--- config.mk ---
export PLATFORM = sky130hd
export DESIGN_NAME = fwd_hazard_unit
export DESIGN_NICKNAME = d
export VERILOG_FILES = /design/src/rtl/fwd_pkg.sv /design/src/rtl/fwd_operand_sel.sv /design/src/rtl/fwd_load_hazard.sv /design/src/rtl/fwd_hazard_unit.sv
export SDC_FILE = /design/constraint.sdc
export NUM_CORES = 1
export LEC_CHECK = 0
export ABC_AREA = 1
export CAP_MARGIN = 25
export CORE_ASPECT_RATIO = 0.6
export CORE_MARGIN = 2
export CORE_UTILIZATION = 40
export DETAILED_ROUTE_END_ITERATION = 10
export MAX_ROUTING_LAYER = met4
export PLACE_DENSITY = 0.8
export SLEW_MARGIN = 20
export SYNTH_ARGS = -nofsm -noshare
export SYNTH_HDL_FRONTEND = slang
export SYNTH_HIERARCHICAL = 1
export SYNTH_SLANG_ARGS = --single-unit
--- constraint.sdc ---
create_clock -name vclk -period 1.15
set_input_delay 0.1725 -clock vclk [all_inputs]
set_output_delay 0.1725 -clock vclk [all_outputs]
set_load 0.005 [all_outputs]
--- src/rtl/fwd_pkg.sv ---
package fwd_pkg;
  typedef enum logic [1:0] {
    SRC_RF  = 2'd0,
    SRC_EX  = 2'd1,
    SRC_MEM = 2'd2,
    SRC_WB  = 2'd3
  } fwd_src_e;
endpackage

--- src/rtl/fwd_operand_sel.sv ---
module fwd_operand_sel #(
  parameter int AW     = 5,
  parameter int NSTAGE = 3
) (
  input  logic [AW-1:0]         src,
  input  logic [NSTAGE-1:0][AW-1:0] dst,
  input  logic [NSTAGE-1:0]     usable,
  output fwd_pkg::fwd_src_e     sel
);
  import fwd_pkg::*;

  logic [NSTAGE-1:0] hit;

  genvar g;
  generate
    for (g = 0; g < NSTAGE; g++) begin : g_cmp
      assign hit[g] = usable[g] && (dst[g] != '0) && (dst[g] == src);
    end
  endgenerate

  // Stage 0 is the youngest; scan oldest first so younger hits override.
  always_comb begin
    sel = SRC_RF;
    for (int i = NSTAGE - 1; i >= 0; i--) begin
      if (hit[i]) sel = fwd_src_e'(i + 1);
    end
  end
endmodule

--- src/rtl/fwd_load_hazard.sv ---
module fwd_load_hazard #(
  parameter int AW  = 5,
  parameter int NLD = 2
) (
  input  logic [AW-1:0]          src_a,
  input  logic [AW-1:0]          src_b,
  input  logic [NLD-1:0][AW-1:0] ld_dst,
  input  logic [NLD-1:0]         ld_flag,
  output logic                   stall
);
  logic [NLD-1:0] clash;

  genvar g;
  generate
    for (g = 0; g < NLD; g++) begin : g_ld
      assign clash[g] = ld_flag[g] && (ld_dst[g] != '0) &&
                        ((ld_dst[g] == src_a) || (ld_dst[g] == src_b));
    end
  endgenerate

  assign stall = |clash;
endmodule

--- src/rtl/fwd_hazard_unit.sv ---
module fwd_hazard_unit #(
  parameter int AW = 5
) (
  input  logic [AW-1:0] src_a,
  input  logic [AW-1:0] src_b,
  input  logic [AW-1:0] ex_dst,
  input  logic          ex_wr,
  input  logic          ex_ld,
  input  logic [AW-1:0] mem_dst,
  input  logic          mem_wr,
  input  logic          mem_ld,
  input  logic [AW-1:0] wb_dst,
  input  logic          wb_wr,
  output logic [1:0]    fwd_sel_a,
  output logic [1:0]    fwd_sel_b,
  output logic          pc_wr_en,
  output logic          ifid_wr_en,
  output logic          bubble
);
  import fwd_pkg::*;

  localparam int NSTAGE = 3;
  localparam int NOPS   = 2;
  localparam int NLD    = 2;

  logic [NSTAGE-1:0][AW-1:0] stage_dst;
  logic [NSTAGE-1:0]         stage_ok;
  logic [NOPS-1:0][AW-1:0]   srcs;
  fwd_src_e                  sels [NOPS];
  logic                      stall;

  // Loads in execute or memory carry an address, not register data.
  assign stage_dst = {wb_dst, mem_dst, ex_dst};
  assign stage_ok  = {wb_wr, mem_wr && !mem_ld, ex_wr && !ex_ld};
  assign srcs      = {src_b, src_a};

  genvar g;
  generate
    for (g = 0; g < NOPS; g++) begin : g_op
      fwd_operand_sel #(.AW(AW), .NSTAGE(NSTAGE)) u_sel (
        .src    (srcs[g]),
        .dst    (stage_dst),
        .usable (stage_ok),
        .sel    (sels[g])
      );
    end
  endgenerate

  fwd_load_hazard #(.AW(AW), .NLD(NLD)) u_haz (
    .src_a   (src_a),
    .src_b   (src_b),
    .ld_dst  ({mem_dst, ex_dst}),
    .ld_flag ({mem_ld, ex_ld}),
    .stall   (stall)
  );

  assign fwd_sel_a  = sels[0];
  assign fwd_sel_b  = sels[1];
  assign pc_wr_en   = !stall;
  assign ifid_wr_en = !stall;
  assign bubble     = stall;
endmodule

# After elaboration in Yosys (flattened, before gate mapping)
# Cells that the tools add are included.
# word_totals
elab_cells,36
output_inout_bits,7
inputBits,30
register_bits,0
# op_classes
reduce_logical,24
eq_ne,6
n_mux,6
# ops
op,count
$eq A5 B5 Y1,6
$logic_and A1 B1 Y1,15
$reduce_bool A5 Y1,3
$mux W2,6
$logic_not A1 Y1,3
$logic_or A1 B1 Y1,2
$reduce_or A2 Y1,1

# Longest topological paths before layout
# logic_depth
depth_word,6
depth_mapped,10
ltp_nobuf,9

# Modules after synthesis
# Netlist, hierarchy kept.
# by_module_without_submodules
mod,seq_area_each_um2,area_per_inst_um2,cells_per_inst,n_inst
fwd_operand_sel,0.0,345.3,85,2
fwd_load_hazard,0.0,379.1,91,1
fwd_hazard_unit,0.0,31.3,6,1

# Least setup slack after synthesis
# No wires, ideal clock.
# synth_path
path_kind,input to output
from,in src_a[4]
to,out pc_wr_en
path_buffers,1
path_stages,10
arrival_time_ns,0.812
setup_slack_ns,0.166
t_required_ns,0.978
cell_sequence,inv_1 -> nand2_1 -> nand2_1 -> nor2_1 -> nand3_1 -> nand2_1 -> nand2_1 -> nand2_1 -> inv_1 -> buf_4
# synth_between
elab_chain_len,5
elab_cells_between_ends,8
classes_between,eq/ne (2); reduce/logical (6)
# synth_lines
item,line_no,rtl
from (decl),fwd_hazard_unit.sv:4,"input logic [AW-1:0] src_a,"
$eq A5 B5 Y1,fwd_load_hazard.sv:17,((ld_dst[g] == src_a) || (ld_dst[g] == src_b));
$logic_or A1 B1 Y1,fwd_load_hazard.sv:17,
$logic_and A1 B1 Y1,fwd_load_hazard.sv:16,assign clash[g] = ld_flag[g] && (ld_dst[g] != '0) &&
$reduce_or A2 Y1 (*),fwd_load_hazard.sv:21,assign stall = |clash;
net bubble,fwd_hazard_unit.sv:18,output logic bubble
$logic_not A1 Y1 (*),-,
to (decl),fwd_hazard_unit.sv:16,"output logic pc_wr_en,"
# The timed path passes the listed nets; every way through them passes the cells marked *.

# Worst setup path in the final report
# layout_path
from,in mem_dst[0]
to,out fwd_sel_b[1]
# layout_between
elab_chain_len,5
elab_cells_between_ends,6
classes_between,eq/ne (1); mux (2); reduce/logical (3)
# layout_lines
item,line_no,rtl
from (decl),fwd_hazard_unit.sv:9,"input logic [AW-1:0] mem_dst,"
$reduce_bool A5 Y1,fwd_operand_sel.sv:17,assign hit[g] = usable[g] && (dst[g] != '0) && (dst[g] == src);
$logic_and A1 B1 Y1,fwd_operand_sel.sv:17,
$logic_and A1 B1 Y1 (*),fwd_operand_sel.sv:17,
$mux W2 (*) (2 in a row),fwd_operand_sel.sv:25,if (hit[i]) sel = fwd_src_e'(i + 1);
to (decl),fwd_hazard_unit.sv:15,"output logic [1:0] fwd_sel_b,"
# Mark *: on every way between the ends. The rest lies on a longest branch, timed or not.

==> summary.md <==
| Metric | Value |
|---|---|
| Rows | 14 |
| Measured slew at the worst slew-check pin | 0.1533 ns |
| Hold Vio Cnt, Final | 0 |
| Clkbuf count | 0 |
| Psw | 414.9 uW |
| Initial Util | 43.05% |
| Max-cap violations | 0 |
| Antenna Nets Post-Route | 0 |
| YS warnings | 6 |
| Vias per cell | 5.075 |
| Gpl congestion | 0.9528 |
| Internal power | 386.6 uW |
| Detailed Place HPWL | 3.301 mm |
| Status | finished, violations left |
| Ports | 37 |
| Cell chain of the critical path | buf_6 -> buf_4 -> nand2_1 -> nand2_1 -> nor2_1 -> nand4_1 -> a21oi_2 -> buf_2 |
| Min Tclk post-route | 1.308 ns |
| Critical Path Max Stage Delay | 0.16 ns |
| Gate power share | 100.0% |
| Met2 usage | 49.44% |
| Max Fclk | 0.7646 GHz |
| First-pass GRT wire length | 7.251 mm |
| Normalized max-slew margin | 89.71% |
| Die X | 71.73 um |
| Failing checks | negative setup slack |
| Top Usage Layer GRT | met2 |
| RSZ-0062 raised after global routing | yes |
| Antenna fix cells | 0 |
| WS Path Type | in -> out |
| WL/cell | 13.06 um |
| Final period util | 113.7% |
| Top cell by count, worst path | nand2_1 |
| Hold_buf cts | 0 |
| Overflow after GRT | 0 |
| Synth-to-Final Area Change | 96.02% |
| Nets@finish | 386 |
| Maximum vdd ir drop | 0.2126 mV |
| Starting DRT DRC Count | 243 |
| Buf+Inv Stages, Crit Path | 3 |
| Required @ worst endpoint | 0.98 ns |
| Cells after Synth | 267 |
| Setup crit start kind | primary input |
| Buffers on Ports | 37 |
| Final Max Tran Viols | 0 |
| Vias | 1959 |
| Worst path top cell family by delay | simple AND/OR/NAND/NOR gates |
| Worst Setup End Kind | output port |
| Worst Path Arrival | 1.14 ns |
| PD cells | 371.4 nW/um^2 |
| Post-synthesis cell type count | 14 |
| Leading cell type in the layout, fill and taps excluded | nand2_1 |
| Worst Hold Margin | 0.7545 ns |
| Drt pass-1 iters | 5 |
| Drt total wl | 5.041 mm |
| Pin count of the biggest net entering global routing | 9 |
| Total die area | 3202 um^2 |
| Die Ht | 44.64 um |
| GRT Total Usage | 29.61% |
| Worst Hold Class | in -> out |
| Vias in the first global route | 1615 |
| Share of the synthesized area in the top cell type | 43.64% |
| Setup violations, final | 7 |
| Worst path slowest cell | nand4_1 |
| Sequential share of power | 0% |
| Crit-path max FO | 6 |
| Layout cell share with drive strength beyond 1 | 47.18% |
| Post-route setup TNS | -1.017 ns |
| Levels on crit path | 8 |
| Sw Ratio | 51.77% |
| Mapped Area | 1101 um^2 |
| Core area | 2557 um^2 |
| Sequential fraction of the synthesis area | 0% |
| Footprint of the multi-input gates | 1055 um^2 |
| Dominant cells by area after synthesis | nand2_1, inv_1, nor2_1 |
| Sequential cell count | 0 |
| Yosys top cell by area | nand2_1 |
| P_leak | 0.001299 uW |
| Most frequent cells in the layout | nand2_1, inv_1, buf_4 |
| Initial antenna violation count | 0 |
| Post-route setup slack | -0.1579 ns |
| Hold depth | 6 |
| Register area | 0 um^2 |
| Syn_area_per_cell | 4.124 um^2 |
| Met1 Use GR | 40.81% |
| Grt met3 use | 3.189% |
| Clock Power Share | 0% |
| Drc violations | 0 |
| Fill cells | 169 |
| Post-Syn Nets | 297 |
[area by class of cell]
class | instances | share of cell area (%)
timing repair buffer | 88 | 37.39
tap | 32 | 1.855
inverter | 65 | 11.88
multi-input combinational | 201 | 48.87
[cell families after synthesis]
kind of cell	count (synthesis)	synth area share, %
buffers and inverters	66	22.84
XOR/XNOR	5	3.977
AND/OR/NAND/NOR	180	65.91
AO/OA/AOI/OAI	16	7.273
[synthesized netlist by cell type (all sizes together)]
master  count
buf         1
nand3       8
nand2     128
nand4       8
a21oi       4
xor2        1
nor2       36
inv        64
xnor2       4
o21ai      12
clkinv      1
[power by group through the flow]
| stage | sequential [uW] | clock, uW | combinational (uW) |
|---|---|---|---|
| floorplan | 0 | 0 | 255 |
| global route | 0 | 0 | 860 |
| detailed placement | 0 | 0 | 600 |
| CTS | 0 | 0 | 668 |
| global placement | 0 | 0 | 596 |
| finish | 0 | 0 | 801 |
[through the flow]
stage / setup slack (ns) / power [uW] / cell area [um^2] / util (%) / instances
floorplan: 0.1660 / 255.5 / 1101 / - / 267
global route: -0.2454 / 859.9 / 2158 / 84.39 / 386
finish: -0.1579 / 801.5 / 2158 / 84.39 / 386
detailed placement: -1.007 / 600.2 / 1782 / 69.67 / 372
global placement: -1.007 / 596.1 / 1782 / 69.67 / 372
CTS: -0.1314 / 667.9 / 1944 / 76.03 / 385
[routing by layer]
layer,routed length [um],part of all wire (%),vias to the layer above
li1,-,-,952
met1,2129,42,867
met2,2298,46,124
met3,533,11,16
met4,80,1.6,0
met5,0,0,-
[path summary, 6_finish.rpt]
kind                   start  slack (ns)           end
setup / recovery  mem_dst[0]       -0.16  fwd_sel_b[1]
hold / removal         ex_ld        0.75        bubble
[repair_timing]
item	4_1_cts	5_1_grt
pin swaps	49	53
buffers inserted	15	2
endpoints found under the setup margin	7	7
gates resized for setup	226	73
(Power assumes the default switching activity.)
